[src/rtl/sphc_pkg.sv]
package sphc_pkg;

   localparam int REG_IDX_W = 3;

   typedef enum logic [REG_IDX_W-1:0] {
      IDX_CTRL  = 3'd0,
      IDX_STAT  = 3'd1,
      IDX_STCLR = 3'd2,
      IDX_BAUD  = 3'd3,
      IDX_DATA  = 3'd4
   } reg_idx_e;

   // control word, run bit in position 0
   typedef struct packed {
      logic wide;
      logic fifo;
      logic late;
      logic phase;
      logic idle_hi;
      logic run;
   } ctrl_t;

   localparam int CTRL_W = $bits(ctrl_t);

   localparam int ST_RXFULL  = 0;
   localparam int ST_RXEMPTY = 1;
   localparam int ST_OVF     = 2;
   localparam int ST_BUSY    = 3;
   localparam int ST_TXFULL  = 4;

endpackage

[src/rtl/sphc_fifo.sv]
module sphc_fifo #(
   parameter int W     = 16,
   parameter int DEPTH = 4
) (
   input  logic         clk,
   input  logic         rst_n,
   input  logic         flush,
   input  logic         cap_one,
   input  logic         push,
   input  logic [W-1:0] wdata,
   input  logic         pop,
   output logic [W-1:0] rdata,
   output logic         full,
   output logic         empty
);

   localparam int PW = (DEPTH > 1) ? $clog2(DEPTH) : 1;
   localparam int CW = $clog2(DEPTH + 1);

   logic [W-1:0]  mem_q [DEPTH];
   logic [PW-1:0] rp_q, wp_q;
   logic [CW-1:0] cnt_q;
   logic          do_push, do_pop;

   assign empty   = (cnt_q == '0);
   assign full    = cap_one ? !empty : (cnt_q == CW'(DEPTH));
   assign do_push = push && !full;
   assign do_pop  = pop && !empty;
   assign rdata   = empty ? '0 : mem_q[rp_q];

   always_ff @(posedge clk) begin
      if (!rst_n || flush) begin
         rp_q  <= '0;
         wp_q  <= '0;
         cnt_q <= '0;
      end else begin
         if (do_push) wp_q <= wp_q + 1'b1;
         if (do_pop)  rp_q <= rp_q + 1'b1;
         case ({do_push, do_pop})
            2'b10:   cnt_q <= cnt_q + 1'b1;
            2'b01:   cnt_q <= cnt_q - 1'b1;
            default: cnt_q <= cnt_q;
         endcase
      end
   end

   always_ff @(posedge clk) begin
      if (do_push) mem_q[wp_q] <= wdata;
   end

endmodule

[src/rtl/sphc_engine.sv]
module sphc_engine
   import sphc_pkg::*;
#(
   parameter int WORD_W   = 16,
   parameter int NARROW_W = 8,
   parameter int DIV_W    = 8
) (
   input  logic              clk,
   input  logic              rst_n,
   input  logic              enable,
   input  ctrl_t             cfg,
   input  logic [DIV_W-1:0]  baud,
   input  logic              start,
   input  logic [WORD_W-1:0] tx_word,
   input  logic              miso,
   output logic              take,
   output logic              done,
   output logic [WORD_W-1:0] rx_word,
   output logic              active,
   output logic              sck,
   output logic              mosi
);

   localparam int PH_W      = $clog2(2 * WORD_W);
   localparam int SHIFT_PAD = WORD_W - NARROW_W;
   localparam logic [PH_W-1:0] LAST_WIDE   = PH_W'(2 * WORD_W - 1);
   localparam logic [PH_W-1:0] LAST_NARROW = PH_W'(2 * NARROW_W - 1);

   logic              act_q;
   logic [DIV_W-1:0]  hcnt_q, div_q;
   logic [PH_W-1:0]   ph_q, last_q;
   logic [WORD_W-1:0] txsr_q, rxsr_q;
   logic              pol_q, pha_q, late_q;

   logic              end_half, samp;
   logic [WORD_W-1:0] rx_next;

   assign take     = enable && !act_q && start;
   assign end_half = act_q && (hcnt_q == div_q);
   assign samp     = end_half && (ph_q[0] == late_q);
   assign rx_next  = {rxsr_q[WORD_W-2:0], miso};
   assign done     = end_half && (ph_q == last_q);
   assign rx_word  = late_q ? rx_next : rxsr_q;
   assign active   = act_q;
   assign sck      = act_q ? (pol_q ^ pha_q ^ ph_q[0]) : cfg.idle_hi;
   assign mosi     = act_q && txsr_q[WORD_W-1];

   always_ff @(posedge clk) begin
      if (!rst_n) begin
         act_q  <= 1'b0;
         hcnt_q <= '0;
         div_q  <= '0;
         ph_q   <= '0;
         last_q <= '0;
         txsr_q <= '0;
         rxsr_q <= '0;
         pol_q  <= 1'b0;
         pha_q  <= 1'b0;
         late_q <= 1'b0;
      end else if (!enable) begin
         act_q  <= 1'b0;
         hcnt_q <= '0;
         ph_q   <= '0;
      end else if (take) begin
         act_q  <= 1'b1;
         hcnt_q <= '0;
         ph_q   <= '0;
         div_q  <= baud;
         last_q <= cfg.wide ? LAST_WIDE : LAST_NARROW;
         pol_q  <= cfg.idle_hi;
         pha_q  <= cfg.phase;
         late_q <= cfg.late;
         txsr_q <= cfg.wide ? tx_word : (tx_word << SHIFT_PAD);
         rxsr_q <= '0;
      end else if (act_q) begin
         if (end_half) begin
            hcnt_q <= '0;
            ph_q   <= ph_q + 1'b1;
            if (ph_q[0]) txsr_q <= txsr_q << 1;
            if (done)    act_q  <= 1'b0;
         end else begin
            hcnt_q <= hcnt_q + 1'b1;
         end
         if (samp) rxsr_q <= rx_next;
      end
   end

endmodule

[src/rtl/spi_host_ctrl.sv]
module spi_host_ctrl
   import sphc_pkg::*;
#(
   parameter int WORD_W     = 16,
   parameter int NARROW_W   = 8,
   parameter int DIV_W      = 8,
   parameter int FIFO_DEPTH = 4
) (
   input  logic        clk,
   input  logic        rst_n,
   input  logic        reg_wr,
   input  logic        reg_rd,
   input  logic [2:0]  reg_addr,
   input  logic [31:0] reg_wdata,
   output logic [31:0] reg_rdata,
   output logic        sck,
   output logic        mosi,
   input  logic        miso
);

   initial begin
      if (NARROW_W < 2 || NARROW_W >= WORD_W)
         $fatal(1, "NARROW_W must lie in 2..WORD_W-1");
      if (WORD_W > 31)
         $fatal(1, "WORD_W must be below 32");
      if (DIV_W < 1 || DIV_W > 31)
         $fatal(1, "DIV_W must lie in 1..31");
      if (FIFO_DEPTH < 2 || (FIFO_DEPTH & (FIFO_DEPTH - 1)) != 0)
         $fatal(1, "FIFO_DEPTH must be a power of two of at least 2");
   end

   ctrl_t             ctrl_q;
   logic [DIV_W-1:0]  baud_q;
   logic              ovf_q;

   logic              wr_ctrl, wr_baud, wr_data, wr_clr, rd_data;
   logic              tx_full, tx_empty, rx_full, rx_empty;
   logic [WORD_W-1:0] tx_head, rx_head, rx_word;
   logic              eng_take, eng_done, eng_active;
   logic [31:0]       stat_word;
   logic              unused_wdata;

   assign unused_wdata = ^reg_wdata[31:WORD_W];

   assign wr_ctrl = reg_wr && (reg_addr == IDX_CTRL);
   assign wr_baud = reg_wr && (reg_addr == IDX_BAUD);
   assign wr_data = reg_wr && (reg_addr == IDX_DATA) && ctrl_q.run;
   assign wr_clr  = reg_wr && (reg_addr == IDX_STCLR) && reg_wdata[ST_OVF];
   assign rd_data = reg_rd && (reg_addr == IDX_DATA);

   always_ff @(posedge clk) begin
      if (!rst_n) begin
         ctrl_q <= '0;
         baud_q <= '0;
      end else begin
         if (wr_ctrl) ctrl_q <= ctrl_t'(reg_wdata[CTRL_W-1:0]);
         if (wr_baud) baud_q <= reg_wdata[DIV_W-1:0];
      end
   end

   // overflow: a completing word meets a full receive store
   always_ff @(posedge clk) begin
      if (!rst_n || !ctrl_q.run)      ovf_q <= 1'b0;
      else if (eng_done && rx_full)   ovf_q <= 1'b1;
      else if (wr_clr)                ovf_q <= 1'b0;
   end

   sphc_fifo #(.W(WORD_W), .DEPTH(FIFO_DEPTH)) u_txq (
      .clk     (clk),
      .rst_n   (rst_n),
      .flush   (!ctrl_q.run),
      .cap_one (!ctrl_q.fifo),
      .push    (wr_data),
      .wdata   (reg_wdata[WORD_W-1:0]),
      .pop     (eng_take),
      .rdata   (tx_head),
      .full    (tx_full),
      .empty   (tx_empty)
   );

   sphc_fifo #(.W(WORD_W), .DEPTH(FIFO_DEPTH)) u_rxq (
      .clk     (clk),
      .rst_n   (rst_n),
      .flush   (!ctrl_q.run),
      .cap_one (!ctrl_q.fifo),
      .push    (eng_done),
      .wdata   (rx_word),
      .pop     (rd_data),
      .rdata   (rx_head),
      .full    (rx_full),
      .empty   (rx_empty)
   );

   sphc_engine #(.WORD_W(WORD_W), .NARROW_W(NARROW_W), .DIV_W(DIV_W)) u_eng (
      .clk     (clk),
      .rst_n   (rst_n),
      .enable  (ctrl_q.run),
      .cfg     (ctrl_q),
      .baud    (baud_q),
      .start   (!tx_empty),
      .tx_word (tx_head),
      .miso    (miso),
      .take    (eng_take),
      .done    (eng_done),
      .rx_word (rx_word),
      .active  (eng_active),
      .sck     (sck),
      .mosi    (mosi)
   );

   always_comb begin
      stat_word             = '0;
      stat_word[ST_RXFULL]  = rx_full;
      stat_word[ST_RXEMPTY] = rx_empty;
      stat_word[ST_OVF]     = ovf_q;
      stat_word[ST_BUSY]    = eng_active || !tx_empty;
      stat_word[ST_TXFULL]  = tx_full;
   end

   always_comb begin
      case (reg_addr)
         IDX_CTRL: reg_rdata = 32'(ctrl_q);
         IDX_STAT: reg_rdata = stat_word;
         IDX_BAUD: reg_rdata = 32'(baud_q);
         IDX_DATA: reg_rdata = 32'(rx_head);
         default:  reg_rdata = '0;
      endcase
   end

endmodule

[config.mk]
export PLATFORM = sky130hd
export DESIGN_NAME = spi_host_ctrl
export DESIGN_NICKNAME = d
export VERILOG_FILES = /design/src/rtl/sphc_pkg.sv /design/src/rtl/sphc_fifo.sv /design/src/rtl/sphc_engine.sv /design/src/rtl/spi_host_ctrl.sv
export SDC_FILE = /design/constraint.sdc
export NUM_CORES = 1
export LEC_CHECK = 0
export ABC_CLOCK_PERIOD_IN_PS = 3500
export BUFFER_PORTS_ARGS = -buffer_cell sky130_fd_sc_hd__buf_4
export CELL_PAD_IN_SITES_DETAIL_PLACEMENT = 0
export CELL_PAD_IN_SITES_GLOBAL_PLACEMENT = 1
export CORE_AREA = 2 2 142 144
export DETAILED_ROUTE_END_ITERATION = 12
export DIE_AREA = 0 0 144 146
export GPL_ROUTABILITY_DRIVEN = 0
export PLACE_DENSITY = 0.78
export SLEW_MARGIN = 5
export SYNTH_ARGS = -nofsm -noshare
export SYNTH_HDL_FRONTEND = slang
export SYNTH_SLANG_ARGS = --single-unit
[constraint.sdc]
create_clock -name clk -period 3.5 [get_ports clk]
set_clock_uncertainty 0.1 [all_clocks]
set_input_delay 0.525 -clock clk [delete_from_list [all_inputs] [get_ports clk]]
set_output_delay 0.525 -clock clk [all_outputs]
set_load 0.005 [all_outputs]
=== After elaboration in Yosys (flattened, before gate mapping) ===
Memories as Yosys holds them, arrays and structs flattened. A register that Yosys moved wholly into a read port is not among the register bits.
Cells that the tools add are included.

* Register bits after elaboration: 91
* Bits in writable memories: 128
* Bits of input ports: 40
* Output and inout bits: 34
* Word-level logic and storage cells: 129
* Memories kept: 2

* Add/subtract/negate cells: 10
* Equality and inequality tests: 13
* Mux-type cells: 33
* Bitwise operators: 4
* Reductions and logical operators: 43

{| class="wikitable"
|+ Memory list
! memory !! words !! width !! read ports !! clocked after Yosys merged registers in !! write ports !! line !! source
|-
| u_rxq.mem_q || 4 || 16 || 1 || 1 || 1 || sphc_fifo.sv:20 || <nowiki>logic [W-1:0] mem_q [DEPTH];</nowiki>
|-
| u_txq.mem_q || 4 || 16 || 1 || 1 || 1 || sphc_fifo.sv:20 ||
|}

{| class="wikitable"
|+ Operator list
! kind !! number
|-
| $mux W16 || 11
|-
| $pmux W16 S4 || 1
|-
| $logic_and A1 B1 Y1 || 18
|-
| $reduce_bool A2 Y1 || 7
|-
| $mux W1 || 13
|-
| $pmux W3 S2 || 2
|-
| $eq A3 B3 Y1 const B || 3
|-
| $logic_not A3 Y1 || 3
|-
| $add A2 B1 Y2 const B || 4
|-
| $add A8 B1 Y8 const B || 1
|-
| $eq A8 B8 Y1 || 1
|-
| $mux W2 || 4
|-
| $mux W8 || 1
|-
| $logic_not A1 Y1 || 7
|-
| $add A3 B1 Y3 const B || 2
|-
| $eq A3 B2 Y1 const B || 2
|-
| $reduce_and A2 Y1 || 3
|-
| $sub A3 B1 Y3 const B || 2
|-
| $add A5 B1 Y5 const B || 1
|-
| $eq A5 B5 Y1 || 1
|-
| $mux W5 || 1
|-
| $eq A2 B1 Y1 const B || 2
|-
| $eq A2 B2 Y1 const B || 2
|-
| $reduce_and A4 Y1 || 1
|-
| other kinds (7) || 10
|}

=== Depth between registers and ports, before layout ===
* Depth in word-level cells: 7
* Mapped depth: 13
* Gate-level depth less buffers: 11

=== Hierarchy ===
Synthesis repeated with hierarchy kept, for this count alone.

* Cell total of the unflattened synthesis: 758
* Area, all modules: 9728.1 um^2

{| class="wikitable"
|+ By module, submodules not included
! module !! times used !! cells an instance !! area each (um^2) !! seq. area each (um^2)
|-
| sphc_fifo at u_rxq || 1 || 158 || 2919.0 || 2102.0
|-
| sphc_fifo at u_txq || 1 || 153 || 2912.8 || 2102.0
|-
| sphc_engine || 1 || 324 || 2871.5 || 1181.1
|-
| spi_host_ctrl || 1 || 123 || 1024.7 || 300.3
|}

=== Least setup slack after synthesis ===
OpenSTA, ideal clock, no wires.

* Kind: reg2reg
* From: register u_eng.ph_q[0]
* To: register u_rxq.cnt_q[2]
* Data arrival time: 2653 ps
* Setup slack: 675 ps
* Cell stages (with the launch flop): 13
* Path buffers: 1
* Clock period less this slack: 2825 ps
* Path through: dfxtp_1 > buf_2 > or4_1 > o22a_1 > or3b_2 > nor2_1 > inv_1 > ha_1 > inv_1 > fa_1 > xor2_1 > or3_1 > a21oi_1

* Longest elaborated chain between the ends: 5
* Elaborated cells between the ends (all ways): 7
* Those cells by class: 3 x eq/ne; 1 x mux; 3 x reduce/logical

{| class="wikitable"
|+ Ends and longest elaborated chain
! what !! line !! source
|-
| start, declared || sphc_engine.sv:31 || <nowiki>logic [PH_W-1:0] ph_q, last_q;</nowiki>
|-
| start signal, assigned || sphc_engine.sv:78 || <nowiki>ph_q <= ph_q + 1'b1;</nowiki>
|-
| $eq A5 B5 Y1 (*) || sphc_engine.sv:42 || <nowiki>assign done = end_half && (ph_q == last_q);</nowiki>
|-
| $logic_and A1 B1 Y1 (*) || sphc_engine.sv:42 ||
|-
| $logic_and A1 B1 Y1 (*) || sphc_fifo.sv:27 || <nowiki>assign do_push = push && !full;</nowiki>
|-
| $eq A2 B1 Y1 / $eq A2 B2 Y1 (equally long branches) || sphc_fifo.sv:39 || <nowiki>case ({do_push, do_pop})</nowiki>
|-
| $pmux W3 S2 / $reduce_bool A2 Y1 (equally long branches) || n/a ||
|-
| end signal, assigned || sphc_fifo.sv:40 || <nowiki>2'b10: cnt_q <= cnt_q + 1'b1;</nowiki>
|-
| end signal, assigned || sphc_fifo.sv:41 || <nowiki>2'b01: cnt_q <= cnt_q - 1'b1;</nowiki>
|-
| end signal, assigned || sphc_fifo.sv:42 || <nowiki>default: cnt_q <= cnt_q;</nowiki>
|-
| end, declared || sphc_fifo.sv:22 || <nowiki>logic [CW-1:0] cnt_q;</nowiki>
|}

Every way passes the cells marked *; elsewhere a longest branch is shown, timed or not.
A chain may end at the register's enable or synchronous reset.

=== Final worst setup path ===
* From: register u_eng.ph_q[1]
* To: register u_rxq.cnt_q[2]

Same word-level chain as after synthesis.

==> impl_metrics.tcl <==
set metrics [dict create \
    outcome "finished clean" \
    post_cts_resized 0 \
    drt_iter0_drc 370 \
    maxCapViolations 0 \
    tritoncts "built" \
    ctsHoldBuffers 0 \
    core_sq_mm 0.0193 \
    cts_buffers 24 \
    hp-start "reg_wdata[11]" \
    drive_gt1_frac 0.194 \
    synth-xor-area-share 0.0304 \
    synth_top_family_by_area "multiplexers" \
    hp-class "input pin to flop" \
    arrival_ns 3.35 \
    grt_pass1_vias 5877 \
    synth-edff-count 128 \
    grtUsageTotal 0.190 \
    wl_per_cell_um 18.0 \
    yosysTopAreaCell "edfxtp_1" \
    pwr_density_cell_mw_per_mm2 488 \
    yosys_warnings 0 \
    syn_area_per_cell_sq_um 12.8 \
    synth_flop_cell "edfxtp_1" \
    synth_top_area_frac 0.410 \
    h-tree-depth 1 \
    crit_fanout 5 \
    grt_max_degree 46 \
    clock_latency_ns 0.50 \
    netlist_instances 736 \
    initial_core_util 0.485 \
    synth_cell_types 50 \
    finalCritPeriodShare 0.863 \
    fmax_ghz 0.331 \
    slew_headroom 0.408 \
    ioPinCount 74 \
    num_rows 51 \
    crit_start "u_eng.ph_q[1]" \
    portBuffers 41 \
    rsz0062_at_grt "no" \
    ys_ff_latch 220 \
    fin_setup_tns_ns 0 \
    r2r_cells 11 \
    yosys-top-cells-area "edfxtp_1, dfxtp_1, mux4_2" \
    slew_viol_final 0 \
    layout_common_cells "edfxtp_1, dfxtp_1, nor2_1" \
    ant_nets 0 \
    antenna_found_initial 0 \
    die_w_um 144 \
    clockBufferDepth 3 \
    fin_total_pwr_w 0.00523 \
    synthAdderAreaFrac 0.0203 \
    synth_compound_area_frac 0.0679 \
    muxShareOfSynthArea 0.124 \
    synth_area_sq_mm 0.00938 \
    worst_setup_path_start_kind "flop" \
    drc_errors 0 \
    crit_required_ns 3.83 \
    synthArstFlopShare 0 \
    period_needed_ns 3.02 \
    dp.final_hpwl_mm 12.8 \
    crit_type "flop to flop" \
    post_cts_buffers 0 \
    whs_path_depth 1 \
    antenna_cells 0 \
    via_per_inst 5.35 \
    synth_simple_gate_area_frac 0.114 \
    peakVddDrop_mv 0.406 \
    grt_overflow 0 \
    drt-pass1-iter-count 5 \
    clock_sinks 220 \
    worst_pin_slew_ns 0.887 \
    yosysSeqAreaShare 0.606 \
    path_clk_slew_ns 0.06 \
    hold_viol 0 \
    syn2layout_area_growth_pct 14.4 \
    wl_mm 19.2 \
    nets 836 \
    final_common_cell "edfxtp_1" \
    leakage_nw 3.44 \
    grt_pass1_wl_mm 31.4 \
    die_area_sq_mm 0.0210 \
    reg2reg_from "u_eng.ph_q[1]" \
    endpoint_kind "flop" \
    setup_viol 0 \
    cts_root_buf "clkbuf_16" \
    vias 5698 \
    chipHeight_um 146 \
]
## worst max-delay path, cell delays in order (launching register included)
cell     delay [ns]
dfxtp_1        0.34
or4_1          0.52
o22a_1         0.26
or3b_2         0.48
nor2_1         0.19
inv_1          0.08
ha_1           0.21
inv_1          0.07
fa_1           0.17
xor2_1         0.07
or3_1          0.31
a21oi_1        0.14
## cell type report
type | count | area, sq um
multi-input combinational | 457 | 3410
tap | 265 | 332
inverter | 16 | 60.1
clock inverter | 13 | 111
clock buffer | 31 | 658
timing repair buffer | 63 | 473
fill | 1593 | 8600
sequential | 220 | 5690
## state kept, by name, summed over array words and instances (netlist names), named ones only
register      cells
baud_q            8
ctrl_q            6
ovf_q             1
u_eng.active      1
u_eng.div_q       8
u_eng.hcnt_q      8
u_eng.last_q      2
u_eng.late_q      1
u_eng.ph_q        5
u_eng.pha_q       1
u_eng.pol_q       1
u_eng.rxsr_q     16
u_eng.txsr_q     16
u_rxq.cnt_q       3
u_rxq.mem_q      64
u_rxq.rp_q        2
u_rxq.wp_q        2
u_txq.cnt_q       3
u_txq.mem_q      64
u_txq.rp_q        2
u_txq.wp_q        2
## metrics by stage
| step | hold WS [ns] | instances | worst slack, ns | util | cell area [sq um] |
|---|---|---|---|---|---|
| after floorplan | 0.347 | 751 | 0.675 | - | 9440 |
| after global placement | 0.362 | 1021 | 0.565 | 0.515 | 9960 |
| after detailed placement | 0.374 | 1021 | 0.507 | 0.515 | 9960 |
| after CTS | 0.102 | 1065 | 0.489 | 0.555 | 10700 |
| after global routing | 0.101 | 1065 | 0.315 | 0.555 | 10700 |
| final | 0.119 | 1065 | 0.480 | 0.555 | 10700 |
## power by group
part	switching, W	total, W	internal (W)
logic	0.0000501	0.0000827	0.0000326
clock network	0.000954	0.00242	0.00147
registers	0.00000459	0.00273	0.00272
## cell families (layout without fill, tap and decap cells)
family | after synthesis | after routing
AND/OR/NAND/NOR | 224 | 224
adder cells (fa/ha/maj) | 14 | 14
XOR/XNOR | 30 | 30
other | 1 | 16
buffers and inverters | 74 | 123
AO/OA/AOI/OAI | 99 | 99
flip-flops | 220 | 220
multiplexers | 74 | 74
## per-layer routing
metal,up-vias,GRT usage,part of all wire
met5,-,0,0
met4,0,0.0407,0.0099
met3,17,0.0339,0.066
met2,159,0.296,0.47
met1,2809,0.279,0.45
li1,2713,-,-
## Yosys cell counts, types with 2 or more instances
library cell,number
buf_4,17
a21boi_0,19
ha_1,12
o31ai_1,13
or3_1,4
clkbuf_1,33
mux4_2,32
nand3_1,9
edfxtp_1,128
a21oi_1,25
or4_1,2
and3_1,6
xnor2_1,18
dfxtp_1,92
nand2_1,65
a22oi_1,3
nor4_1,3
nor2b_1,10
nor3_1,10
o21ai_0,21
nor2_1,80
and2_1,18
mux2_2,18
xnor2_2,3
buf_1,2
inv_1,15
a22o_1,2
nand4_1,4
xor2_1,9
nand2b_1,5
buf_2,6
a211oi_1,9
mux2i_1,24
fa_1,2
o21a_1,2
## final timing paths
| path | to | slack, ns |
|---|---|---|
| worst max register to register | u_rxq.cnt_q[2] | 0.48 |
| worst min register to register | u_eng.pha_q | 0.39 |
| worst min-delay path | u_txq.mem_q[0][11] | 0.12 |
| worst max-delay path | u_rxq.cnt_q[2] | 0.48 |
No activity file was read; power rests on OpenSTA's default activity.
